$ cat src/rtl/spi_stop_pkg.sv
package spi_stop_pkg;
  localparam int unsigned EN_BIT  = 0;
  localparam int unsigned MST_BIT = 1;
  localparam int unsigned DIV_LSB = 2;
  localparam logic ADDR_CTRL = 1'b0;
  localparam logic ADDR_DATA = 1'b1;

  function automatic int unsigned done_bit_pos(int unsigned div_w);
    return DIV_LSB + div_w;
  endfunction
endpackage

$ cat src/rtl/spi_baud_gen.sv
module spi_baud_gen #(
  parameter int unsigned DIV_W = 4
) (
  input  logic             clk,
  input  logic             rst,
  input  logic             clr,
  input  logic             run,
  input  logic [DIV_W-1:0] half_div,
  output logic             tick
);
  logic [DIV_W-1:0] cnt;

  assign tick = run && (cnt == half_div);

  always_ff @(posedge clk) begin
    if (rst || clr) begin
      cnt <= '0;
    end else if (run) begin
      cnt <= tick ? '0 : cnt + 1'b1;
    end
  end
endmodule

$ cat src/rtl/spi_slave_sync.sv
module spi_slave_sync #(
  parameter int unsigned STAGES = 2
) (
  input  logic clk,
  input  logic rst,
  input  logic sclk_i,
  input  logic ss_n_i,
  output logic s_rise,
  output logic s_fall,
  output logic s_active
);
  logic [STAGES:0]   sck_p;
  logic [STAGES-1:0] ss_p;

  always_ff @(posedge clk) begin
    if (rst) begin
      sck_p <= '0;
      ss_p  <= '1;
    end else begin
      sck_p <= {sck_p[STAGES-1:0], sclk_i};
      ss_p  <= {ss_p[STAGES-2:0], ss_n_i};
    end
  end

  assign s_rise   = sck_p[STAGES-1] & ~sck_p[STAGES];
  assign s_fall   = ~sck_p[STAGES-1] & sck_p[STAGES];
  assign s_active = ~ss_p[STAGES-1];
endmodule

$ cat src/rtl/spi_shift_core.sv
module spi_shift_core #(
  parameter int unsigned DATA_W = 8
) (
  input  logic              clk,
  input  logic              rst,
  input  logic              en,
  input  logic              mst,
  input  logic              load,
  input  logic [DATA_W-1:0] load_data,
  input  logic              tick,
  input  logic              s_rise,
  input  logic              s_fall,
  input  logic              s_active,
  input  logic              sdi_i,
  output logic              sclk_o,
  output logic              sdo_o,
  output logic              m_busy,
  output logic              done_p,
  output logic [DATA_W-1:0] rx_data
);
  localparam int unsigned CNT_W = (DATA_W > 1) ? $clog2(DATA_W) : 1;
  localparam int unsigned LAST  = DATA_W - 1;

  logic [DATA_W-1:0] shreg;
  logic [CNT_W-1:0]  bit_cnt;
  logic              smp, sclk_q, busy_q;
  logic              rise_ev, fall_ev;

  always_comb begin
    if (mst) begin
      rise_ev = tick && busy_q && !sclk_q;
      fall_ev = tick && busy_q && sclk_q;
    end else begin
      rise_ev = s_rise && s_active;
      fall_ev = s_fall && s_active;
    end
  end

  always_ff @(posedge clk) begin
    if (rst) begin
      shreg   <= '0;
      bit_cnt <= '0;
      smp     <= 1'b0;
      sclk_q  <= 1'b0;
      busy_q  <= 1'b0;
      done_p  <= 1'b0;
      rx_data <= '0;
    end else begin
      done_p <= 1'b0;
      if (!en) begin
        busy_q  <= 1'b0;
        sclk_q  <= 1'b0;
        bit_cnt <= '0;
      end else begin
        if (rise_ev) begin
          smp <= sdi_i;
          if (mst) sclk_q <= 1'b1;
        end
        if (fall_ev) begin
          shreg   <= {shreg[DATA_W-2:0], smp};
          bit_cnt <= bit_cnt + 1'b1;
          if (mst) sclk_q <= 1'b0;
          if (bit_cnt == CNT_W'(LAST)) begin
            bit_cnt <= '0;
            done_p  <= 1'b1;
            rx_data <= {shreg[DATA_W-2:0], smp};
            if (mst) busy_q <= 1'b0;
          end
        end
        if (!mst && !s_active) bit_cnt <= '0;
        if (load) begin
          shreg <= load_data;
          if (mst && !busy_q) begin
            busy_q  <= 1'b1;
            bit_cnt <= '0;
          end
        end
      end
    end
  end

  assign sclk_o = sclk_q;
  assign sdo_o  = shreg[DATA_W-1];
  assign m_busy = busy_q;
endmodule

$ cat src/rtl/spi_flag_unit.sv
module spi_flag_unit (
  input  logic clk,
  input  logic rst,
  input  logic stop,
  input  logic done_p,
  input  logic wcol_set,
  input  logic clr_done,
  input  logic clr_wcol,
  output logic done_flag,
  output logic wcol_flag
);
  logic stop_q, pend;
  logic wake;

  assign wake = stop_q & ~stop;

  always_ff @(posedge clk) begin
    if (rst) begin
      stop_q    <= 1'b0;
      pend      <= 1'b0;
      done_flag <= 1'b0;
      wcol_flag <= 1'b0;
    end else begin
      stop_q <= stop;
      if (clr_done) done_flag <= 1'b0;
      if (clr_wcol) wcol_flag <= 1'b0;
      if (done_p) begin
        if (stop) pend <= 1'b1;
        else      done_flag <= 1'b1;
      end
      if (wake && pend) begin
        done_flag <= 1'b1;
        pend      <= 1'b0;
      end
      if (wcol_set) wcol_flag <= 1'b1;
    end
  end
endmodule

$ cat src/rtl/spi_stop_ctrl.sv
module spi_stop_ctrl
  import spi_stop_pkg::*;
#(
  parameter int unsigned DATA_W      = 8,
  parameter int unsigned DIV_W       = 4,
  parameter int unsigned SYNC_STAGES = 2
) (
  input  logic              clk,
  input  logic              rst,
  input  logic              stop_mode,
  input  logic              reg_wr,
  input  logic              reg_addr,
  input  logic [DATA_W-1:0] reg_wdata,
  output logic [DATA_W-1:0] reg_rdata,
  output logic              sclk_o,
  output logic              sdo_o,
  input  logic              sclk_i,
  input  logic              ss_n_i,
  input  logic              sdi_i
);
  localparam int unsigned DONE_BIT = done_bit_pos(DIV_W);
  localparam int unsigned WCOL_BIT = DONE_BIT + 1;

  logic             en_q, mst_q;
  logic [DIV_W-1:0] div_q;
  logic             wr_ctrl, wr_data, busy, collide, load;
  logic             tick, s_rise, s_fall, s_active;
  logic             m_busy, done_p, done_flag, wcol_flag;
  logic [DATA_W-1:0] rx_data, rd_ctrl;

  assign wr_ctrl = reg_wr && (reg_addr == ADDR_CTRL);
  assign wr_data = reg_wr && (reg_addr == ADDR_DATA);
  assign busy    = mst_q ? m_busy : s_active;
  assign collide = wr_data && en_q && busy && !stop_mode;
  assign load    = wr_data && en_q && !collide;

  always_ff @(posedge clk) begin
    if (rst) begin
      en_q  <= 1'b0;
      mst_q <= 1'b0;
      div_q <= '0;
    end else if (wr_ctrl) begin
      en_q  <= reg_wdata[EN_BIT];
      mst_q <= reg_wdata[MST_BIT];
      div_q <= reg_wdata[DIV_LSB +: DIV_W];
    end
  end

  spi_baud_gen #(.DIV_W(DIV_W)) u_baud (
    .clk(clk), .rst(rst),
    .clr(!m_busy || !en_q),
    .run(en_q && mst_q && m_busy && !stop_mode),
    .half_div(div_q), .tick(tick)
  );

  spi_slave_sync #(.STAGES(SYNC_STAGES)) u_sync (
    .clk(clk), .rst(rst), .sclk_i(sclk_i), .ss_n_i(ss_n_i),
    .s_rise(s_rise), .s_fall(s_fall), .s_active(s_active)
  );

  spi_shift_core #(.DATA_W(DATA_W)) u_core (
    .clk(clk), .rst(rst), .en(en_q), .mst(mst_q),
    .load(load), .load_data(reg_wdata), .tick(tick),
    .s_rise(s_rise), .s_fall(s_fall), .s_active(s_active),
    .sdi_i(sdi_i), .sclk_o(sclk_o), .sdo_o(sdo_o),
    .m_busy(m_busy), .done_p(done_p), .rx_data(rx_data)
  );

  spi_flag_unit u_flags (
    .clk(clk), .rst(rst), .stop(stop_mode), .done_p(done_p),
    .wcol_set(collide),
    .clr_done(wr_ctrl && reg_wdata[DONE_BIT]),
    .clr_wcol(wr_ctrl && reg_wdata[WCOL_BIT]),
    .done_flag(done_flag), .wcol_flag(wcol_flag)
  );

  always_comb begin
    rd_ctrl                     = '0;
    rd_ctrl[EN_BIT]             = en_q;
    rd_ctrl[MST_BIT]            = mst_q;
    rd_ctrl[DIV_LSB +: DIV_W]   = div_q;
    rd_ctrl[DONE_BIT]           = done_flag;
    rd_ctrl[WCOL_BIT]           = wcol_flag;
  end

  always_ff @(posedge clk) begin
    if (rst) reg_rdata <= '0;
    else     reg_rdata <= (reg_addr == ADDR_DATA) ? rx_data : rd_ctrl;
  end
endmodule

$ cat config.mk
export PLATFORM = sky130hd
export DESIGN_NAME = spi_stop_ctrl
export DESIGN_NICKNAME = d
export VERILOG_FILES = /design/src/rtl/spi_stop_pkg.sv /design/src/rtl/spi_baud_gen.sv /design/src/rtl/spi_slave_sync.sv /design/src/rtl/spi_shift_core.sv /design/src/rtl/spi_flag_unit.sv /design/src/rtl/spi_stop_ctrl.sv
export SDC_FILE = /design/constraint.sdc
export NUM_CORES = 1
export LEC_CHECK = 0
export BUFFER_PORTS_ARGS = -buffer_cell sky130_fd_sc_hd__clkbuf_2
export CAP_MARGIN = 40
export CORE_ASPECT_RATIO = 0.75
export CORE_MARGIN = 1
export CORE_UTILIZATION = 65
export CTS_BUF_LIST = sky130_fd_sc_hd__clkbuf_2
export DETAILED_ROUTE_END_ITERATION = 12
export PLACE_DENSITY_LB_ADDON = 0.3
export REMOVE_ABC_BUFFERS = 1
export SETUP_SLACK_MARGIN = 0.5
export SLEW_MARGIN = 20
export SYNTH_ARGS = -nofsm -noshare
export SYNTH_HDL_FRONTEND = slang
export SYNTH_HIERARCHICAL = 1
export SYNTH_SLANG_ARGS = --single-unit
$ cat constraint.sdc
create_clock -name clk -period 3.95 [get_ports clk]
set_input_delay 0.79 -clock clk [delete_from_list [all_inputs] [get_ports clk]]
set_output_delay 0.79 -clock clk [all_outputs]
set_load 0.03 [all_outputs]
==> results.txt, run 1 <==
- In the synthesized netlist, the number of instances is 242.
- The final number of max-transition violations is 0.
- Fin Clk Skew: 25.7 ps
- Number of antenna violations at the first check in global routing: 0
- Leakage power figure: 0.000907 uW
- In this run, post-CTS hold repair placed 0 buffers.
- Data arrival time of the critical path: 2940 ps
* CP startpoint: mst_q$_SDFFE_PP0P_
- The repair_antennas step left the layout with diodes totalling 0.
* Number of rows created at floorplan: 18
- 26 I/O pins were placed.
- In this run, the number of DRC markers left after iteration 0 of detailed routing was 191.
* Critical path launch point type: flop
- The die is 53.6 um tall.
- R2r endpoint: u_core/rx_data[2]$_SDFFE_PP0P_
* Total routing usage reported by global routing: 26.8%
- The number of global-route vias before repair came to 1610.
* Max-capacitance violation count: 0
- Post-CTS timing repair inserted 0 buffers for setup.
- The routed layout has 1868 vias.
* Netlist Area Pre-Place: 2310 um2
- Min Hold Slack: 453 ps
- Detailed-router iteration count before antenna repair: 7
- Buffers placed on the I/O ports in this run total 25.
- Area delta synth->final: 6.77%
* Post-detailed-placement half-perimeter wirelength: 3290 um
- Summed over all failing endpoints, the final setup total negative slack is 0 ps.
* Biggest fanout along the worst timing path: 14
- Class of the worst hold path: flop to flop
- Clock Tree Root: sky130_fd_sc_hd__clkbuf_2
- Worst setup slack after placement: 1210 ps
- Clock tree from TritonCTS: yes
- The number of gates resized after CTS was 0.
- The first global-routing pass estimated 7680 um of wire.
- Global-route congestion overflow total: 0
- Reg power frac: 66.4%
- The congestion estimate from routability-driven global placement came to 0.850.
- The die covers 3800 um2.
- In the routed layout, each cell is associated on average with a via count of 6.12.
* Clock latency at the later pin of the worst-skew pair: 450 ps
- Final Hold Viols: 0
- Routed WL: 4780 um
- Share of synthesized area occupied by flip-flops and latches: 43.3%
* Number of distinct standard cells referenced by the synthesized netlist: 42
- The number of clock buffers added by TritonCTS is 5.
- Once the floorplan was initialized, standard cells occupied 69.3% of the core.
* Worst slew pin tran: 735 ps
- The average instance in the mapped netlist occupies 9.54 um2.
- Cell Int Power: 576 uW
- Critical Path Sink Type: flop
- The worst register-to-register path has a depth of 7.
* Post-Layout Cell Count: 305
* Share of the core filled with cells: 74.0%
- Switching part of the total power: 26.3%
* FF+latch count, synth: 50
* Detail Route Antenna Nets: 0
- Critical Path RT: 4330 ps
* Worst IR Drop VDD: 0.000262 V
- In the final routed layout, each cell accounts on average for 15.7 um.
- Setup slack on the worst reg-to-reg path comes out at 1380 ps.
- Subtracting the final worst setup slack from the clock period gives 2570 ps.
* Htree depth: 2
- Proportion of layout cells with a drive suffix above 1: 18.5%
* Worst-case setup margin in the final layout: 1380 ps
* Clock transition at the register clock pins on the worst setup and hold paths after CTS: 230 ps
- The critical path is of the flop to flop type.
* Setup violation total in the final timing report: 0
- Normalized max-slew margin: 50.7%
* Largest net degree at the start of global routing: 28
* Number of fillers in the final layout: 261
* Clock Sinks: 50
- Power share of the clock group: 26.4%
* Fraction of power consumed by combinational cells: 7.2%
- Share of the clock period used by the worst path: 64.9%
- The flow ran to the end, and the final reports show no timing, DRC or antenna violations.
- For this design the ratio of total power to cell area is 317 nW/um2.
- The core region is 3330 um2.
- Switching power of the nets: 205 uW
- Setup repair after global routing missed its margin: false
* Setup crit end: u_core/rx_data[2]$_SDFFE_PP0P_
* Residual DRC count: 0
- Reg2reg start: mst_q$_SDFFE_PP0P_
* Post-Place Cells: 297
- Measured along the x axis, the die boundary spans 70.8 um.
- Synthesis warning total: 6
- Highest clock frequency the design can meet: 390 MHz
- At the end of the flow, the number of nets in the layout was 283.
- The longest clock path from root to sink contains 2 buffers.
[worst min-delay path by stage]
stage	slack [ps]	from	end	cells past startpoint
after floorplan	380	u_sync/ss_p[0]$_SDFF_PP1_	u_sync/ss_p[1]$_SDFF_PP1_	1
after global placement	390	u_sync/ss_p[0]$_SDFF_PP1_	u_sync/ss_p[1]$_SDFF_PP1_	1
after detailed placement	400	u_sync/ss_p[0]$_SDFF_PP1_	u_sync/ss_p[1]$_SDFF_PP1_	1
after CTS	460	u_sync/ss_p[0]$_SDFF_PP1_	u_sync/ss_p[1]$_SDFF_PP1_	1
after global routing	480	u_sync/ss_p[0]$_SDFF_PP1_	u_sync/ss_p[1]$_SDFF_PP1_	1
final	450	u_sync/ss_p[0]$_SDFF_PP1_	u_sync/ss_p[1]$_SDFF_PP1_	1
[cells by family (layout without fill, tap and decap cells)]
group,Yosys count,after routing,share of synthesized area [%]
fa+ha+maj,3,3,1.63
simple gates,100,100,24.6
xor+xnor,7,7,2.65
mux,25,25,10.8
flops,50,50,43.3
compound gates,37,37,12.1
buf+inv,20,43,4.88
[cells in the final DEF, fill, tap and decap left out, drive strengths merged, types with 4 or more instances in the layout]
master | netlist | routed
nand3b | 10 | 10
a21oi | 10 | 10
nor2 | 22 | 22
dfxtp | 50 | 50
buf | 12 | 4
nor2b | 4 | 4
a211oi | 4 | 4
a2111oi | 8 | 8
clkbuf | 2 | 30
nand3 | 5 | 5
inv | 5 | 5
o211ai | 6 | 6
nor3 | 9 | 9
xnor2 | 5 | 5
nand2 | 25 | 25
mux2i | 25 | 25
o21ai | 4 | 4
nor4 | 7 | 7
[sequential cells by signal, indices dropped and copies added, names as in the netlist, 2 cells and up, named ones only]
| signal | count |
|---|---|
| div_q | 4 |
| u_baud/cnt | 4 |
| u_core/bit_cnt | 3 |
| u_core/rx_data | 8 |
| reg_rdata | 8 |
| u_sync/sck_p | 3 |
| u_core/shreg | 8 |
| u_sync/ss_p | 2 |
[cells in the mapped netlist, drive strengths merged]
| library cell | count | share of area (%) |
|---|---|---|
| ha | 3 | 1.6 |
| o21ai | 4 | 0.87 |
| dfxtp | 50 | 43 |
| buf | 12 | 3.6 |
| nand3b | 10 | 3.8 |
| o2111ai | 1 | 0.38 |
| clkbuf | 2 | 0.33 |
| nand4b | 2 | 0.76 |
| a211oi | 4 | 1.3 |
| nand3 | 5 | 1.1 |
| o211ai | 6 | 2.0 |
| o221ai | 2 | 0.76 |
| nor4 | 7 | 1.9 |
| a311oi | 1 | 0.38 |
| nor3b | 2 | 0.65 |
| inv | 5 | 0.81 |
| nand4 | 2 | 1.2 |
| and3b | 1 | 0.38 |
| a2bb2oi | 1 | 0.38 |
| xnor2 | 5 | 1.9 |
| nand2 | 25 | 4.1 |
| a2111oi | 8 | 3.4 |
| xor2 | 2 | 0.76 |
| nor2b | 4 | 1.4 |
| nor3 | 9 | 2.0 |
| and2 | 3 | 0.98 |
| and2b | 3 | 1.1 |
| nor2 | 22 | 3.6 |
| and4 | 2 | 0.92 |
| clkinv | 1 | 0.16 |
| a21oi | 10 | 2.7 |
| mux2i | 25 | 11 |
| or2 | 3 | 0.81 |
[final cells by class]
| type | instances | area (um2) | share of cell area [%] |
|---|---|---|---|
| well taps | 40 | 50.0 | 2.03 |
| flip-flops and latches | 50 | 1000 | 40.6 |
| multi-input cells | 172 | 1200 | 48.5 |
| inverters | 6 | 22.5 | 0.913 |
| repair buffers | 29 | 155 | 6.29 |
| clock inverters | 3 | 16.3 | 0.660 |
| clock buffers | 5 | 25.0 | 1.01 |
[critical path, stage by stage (launching register included)]
cell and delay [ps]:
sky130_fd_sc_hd__dfxtp_1 730, sky130_fd_sc_hd__nor3b_1 250, sky130_fd_sc_hd__buf_4 170, sky130_fd_sc_hd__and4_4 240
sky130_fd_sc_hd__and2_2 200, sky130_fd_sc_hd__nand4_4 220, sky130_fd_sc_hd__a21oi_4 450, sky130_fd_sc_hd__mux2i_1 240
[stage by stage]
stage	instance area [um2]	total power (uW)
finish	2470	782
global route	2470	806
CTS	2470	784
detailed placement	2420	585
global placement	2420	583
floorplan	2220	558
[routing by layer]
metal | vias up | GRT usage (%) | routed length [um]
met1 | 892 | 35.8 | 2290
met5 | - | 0 | 0
li1 | 909 | - | -
met2 | 60 | 43.4 | 2130
met3 | 7 | 5.24 | 283
met4 | 0 | 11.0 | 70
[power groups by stage]
| stage | sequential, uW | clock (uW) | combinational (uW) |
|---|---|---|---|
| 2_1_floorplan | 531 | 0 | 27.3 |
| 3_3_place_gp | 528 | 0 | 55.1 |
| 3_5_place_dp | 529 | 0 | 56.1 |
| 4_1_cts | 519 | 208 | 56.3 |
| 5_1_grt | 521 | 224 | 61.6 |
| 6_report | 519 | 206 | 56.3 |
(Power assumes the default switching activity.)
==> run 2, diff against run 1 <==
--- a/config.mk
+++ b/config.mk
@@ -9,7 +9,7 @@
 export CAP_MARGIN = 40
 export CORE_ASPECT_RATIO = 0.75
 export CORE_MARGIN = 1
-export CORE_UTILIZATION = 65
+export CORE_UTILIZATION = 54
 export CTS_BUF_LIST = sky130_fd_sc_hd__clkbuf_2
 export DETAILED_ROUTE_END_ITERATION = 12
 export PLACE_DENSITY_LB_ADDON = 0.3
==> constraint.sdc (replaced) <==
create_clock -name clk -period 2.1 [get_ports clk]
set_input_delay 0.42 -clock clk [delete_from_list [all_inputs] [get_ports clk]]
set_output_delay 0.42 -clock clk [all_outputs]
set_load 0.03 [all_outputs]
==> run 2 against run 1 <==
Compared with the run above:
- the flow now finishes with violations (setup timing)
- non-clock buffer count up 30
- count of clock-buffer cells in the layout stayed put
- clock power increased by 80%
- via count up 15%
- flip-flop and latch count unchanged
- critical endpoint is now u_core/shreg[3]$_SDFFE_PP0P_
- largest power group unchanged
==> results.txt, run 2 (synthesis gave the netlist of run 1 again) <==
- The post-cts hold buffer count is 0 (unchanged).
- STA classifies the critical path endpoint as a flop.
- Routability congestion estimate: 0.848 (-0.22%)
- Die outline area: 4550 um2 (+20%)
- The number of buffers created by CTS was 5 (unchanged).
* First-pass GRT wire length: 9050 um (+18%)
* Worst IR Drop VDD: 0.000346 V (+32%)
* Number of antenna violations at the first check in global routing: 0 (unchanged)
* Category of the critical setup timing path: flop to flop
* Finished layout cell area: 3090 um2 (+25%)
- Min Hold Slack: 165 ps (-288 ps)
* Critical path launch point type: flop
- The overall global routing resource usage came to 26.0% (-0.76 points).
- The post-route clock period utilization was 103% (+38 points).
* Final Hold Viols: 0 (unchanged)
- The starting density of the core is 56.6% (-13 points).
* Share of the core filled with cells: 75.8% (+1.8 points)
- The critical path data arrival time was 2480 ps (-460 ps).
- The number of placement rows was 20 (+2).
* Clock Sinks: 50 (unchanged)
* Top-level port count: 26 (unchanged)
- The largest registers in the layout are reg_rdata: 8 flops, u_core/rx_data: 8 flops, u_core/shreg: 8 flops.
* Clock latency at the later pin of the worst-skew pair: 430 ps (-20 ps)
* Vias in the first global route: 1824 (+13%)
* Pwr Density: 482 nW/um2 (+52%)
* Vertical die dimension: 58.6 um (+9.4%)
- Worst-case setup margin in the final layout: -57.9 ps (-1440 ps)
* Clock tree from TritonCTS: yes
- Initial DRC count: 225 (+18%)
- Fin Clk Skew: 20.0 ps (-5.62 ps)
- Detailed-router iteration count before antenna repair: 5 (-2)
- Detail Route Antenna Nets: 0 (unchanged)
- The number of buffers on the longest clock path came to 2 (unchanged).
- Number of inserted diodes: 0 (unchanged)
* Class of the worst hold path: input pin to flop
- The placed wire-length estimate after detailed placement came to 3490 um (+6.0%).
* Failing checks: setup timing
- The worst-case setup slack after placement is -40.3 ps (-1250 ps).
- The reg-to-reg setup timing slack came to -60 ps (-1440 ps).
* Most frequent standard cell in the layout excluding fill and tap cells: sky130_fd_sc_hd__dfxtp_1
- The run finished, with violations left.
- The root buffer cell chosen for the clock tree is sky130_fd_sc_hd__clkbuf_2.
- Proportion of layout cells with a drive suffix above 1: 38.0% (+20 points)
- The data required time at the worst endpoint was 2430 ps (-1900 ps).
- Setup violation total in the final timing report: 1 (+1)
- The number of levels in the clock H-tree came to 2 (unchanged).
* Min Tclk post-route: 2160 ps (-407 ps)
* Global-route congestion overflow total: 0 (unchanged)
* Cell area reported after detailed placement: 2550 um2 (+5.0%)
- Setup repair after global routing missed its margin: true
- The slew of the pin with the lowest slew margin was 766 ps (+30.4 ps).
- Residual DRC count: 0 (unchanged)
- On the critical path, the stage with the largest delay is an instance of sky130_fd_sc_hd__dfxtp_2.
- CORE AREA: 4080 um2 (+22%)
- Max-capacitance violation count: 0 (unchanged)
- The via count was 2149 (+15%).
- Most prevalent standard cell on the critical path: sky130_fd_sc_hd__and4_4
- Leakage power figure: 0.00112 uW (+24%)
- Clock transition at the register clock pins on the worst setup and hold paths after CTS: 240 ps (about the same)
- Area delta synth->final: 33.9%
- The final number of max-transition violations was 0 (unchanged).
- The number of nets in the layout came to 315 (+11%).
- The maximum clock rate was 463 MHz (+19%).
- Commonest cells after routing, fill and taps aside: sky130_fd_sc_hd__dfxtp_1 (45), sky130_fd_sc_hd__clkbuf_2 (30), sky130_fd_sc_hd__mux2i_1 (24), sky130_fd_sc_hd__nand2_1 (24), sky130_fd_sc_hd__nor2_1 (20)
* Normalized max-slew margin: 48.9% (-1.8 points)
- Cells along the critical path: nand2_2 -> nor3b_2 -> and4_4 -> and2_4 -> buf_6 -> and4_4 -> nor2_4 -> a211oi_1
* Routed WL: 6810 um (+43%)
* Average wire per cell in the routed design: 19.3 um (+24%)
- The width of the chip is 77.5 um (+9.4%).
- The count of input and output buffers was 25 (unchanged).
* Longest individual stage delay on the worst path: 420 ps (-310 ps)
- The pin count of the biggest net entering global routing is 28 (unchanged).
* Vias/cell: 6.11 (-0.32%)
- Biggest fanout along the worst timing path: 6 (-8)
## run 2: changes by cell type in the layout (fill, tap and decap cells not counted), sizes merged
cell | previous run | this run
and4 | 2 | 3
buf | 4 | 34
clkinv | 3 | 4
clkinvlp | 1 | 0
nand4 | 2 | 3
## run 2: cell type report
type,instances,area (um2)
Tap cell,55,68.8
Sequential cell,50,1010
Timing Repair Buffer,59,483
Clock inverter,3,11.3
Fill cell,267,986
Multi-Input combinational cell,174,1470
Clock buffer,5,25.0
Inverter,6,22.5
## run 2: path summary, 6_finish.rpt
check	startpoint	endpoint	cells past startpoint
worst max-delay path	en_q$_SDFFE_PP0P_	u_core/shreg[3]$_SDFFE_PP0P_	8
worst min-delay path	ss_n_i	u_sync/ss_p[0]$_SDFF_PP1_	2
worst max register to register	en_q$_SDFFE_PP0P_	u_core/shreg[3]$_SDFFE_PP0P_	8
worst min register to register	u_sync/ss_p[0]$_SDFF_PP1_	u_sync/ss_p[1]$_SDFF_PP1_	1
## run 2: critical path: cells and delay by family (launching register included)
kind                   cells  cell delay (ps)
and+or+nand+nor            6             1090
buffers and inverters      1              120
DFF                        1              420
AOI/OAI and AO/OA          1              420
## run 2: layer usage
layer | global-route usage (%) | part of all wire (%) | routed length, um | vias to the layer above
met3 | 5.12 | 7.2 | 487 | 23
met2 | 40.8 | 48 | 3240 | 109
met4 | 10.2 | 2.9 | 199 | 0
li1 | - | - | - | 985
met5 | 0 | 0 | 0 | -
met1 | 35.6 | 42 | 2880 | 1032
## run 2: report_power, final
| group | internal, uW | total [uW] | switching (uW) |
|---|---|---|---|
| logic | 61.9 | 147 | 85.5 |
| registers | 964 | 973 | 9.69 |
| clock network | 71.1 | 370 | 299 |
| total | 1100 | 1490 | 394 |
## run 2: metrics by stage
stage / total power, uW / TNS (ps) / cells
2_1_floorplan: 1050 / -10510 / 228
3_3_place_gp: 1110 / 0 / 324
3_5_place_dp: 1110 / -52.5 / 324
4_1_cts: 1470 / 0 / 342
5_1_grt: 1550 / -56.2 / 352
6_report: 1490 / -57.9 / 352
## run 2: what timing repair did
action	CTS	global route
gates cloned	2	1
setup endpoints to repair	23	28
pin swaps	8	16
buffers inserted	8	9
gates resized for setup	32	37
hold endpoints to repair	0	0
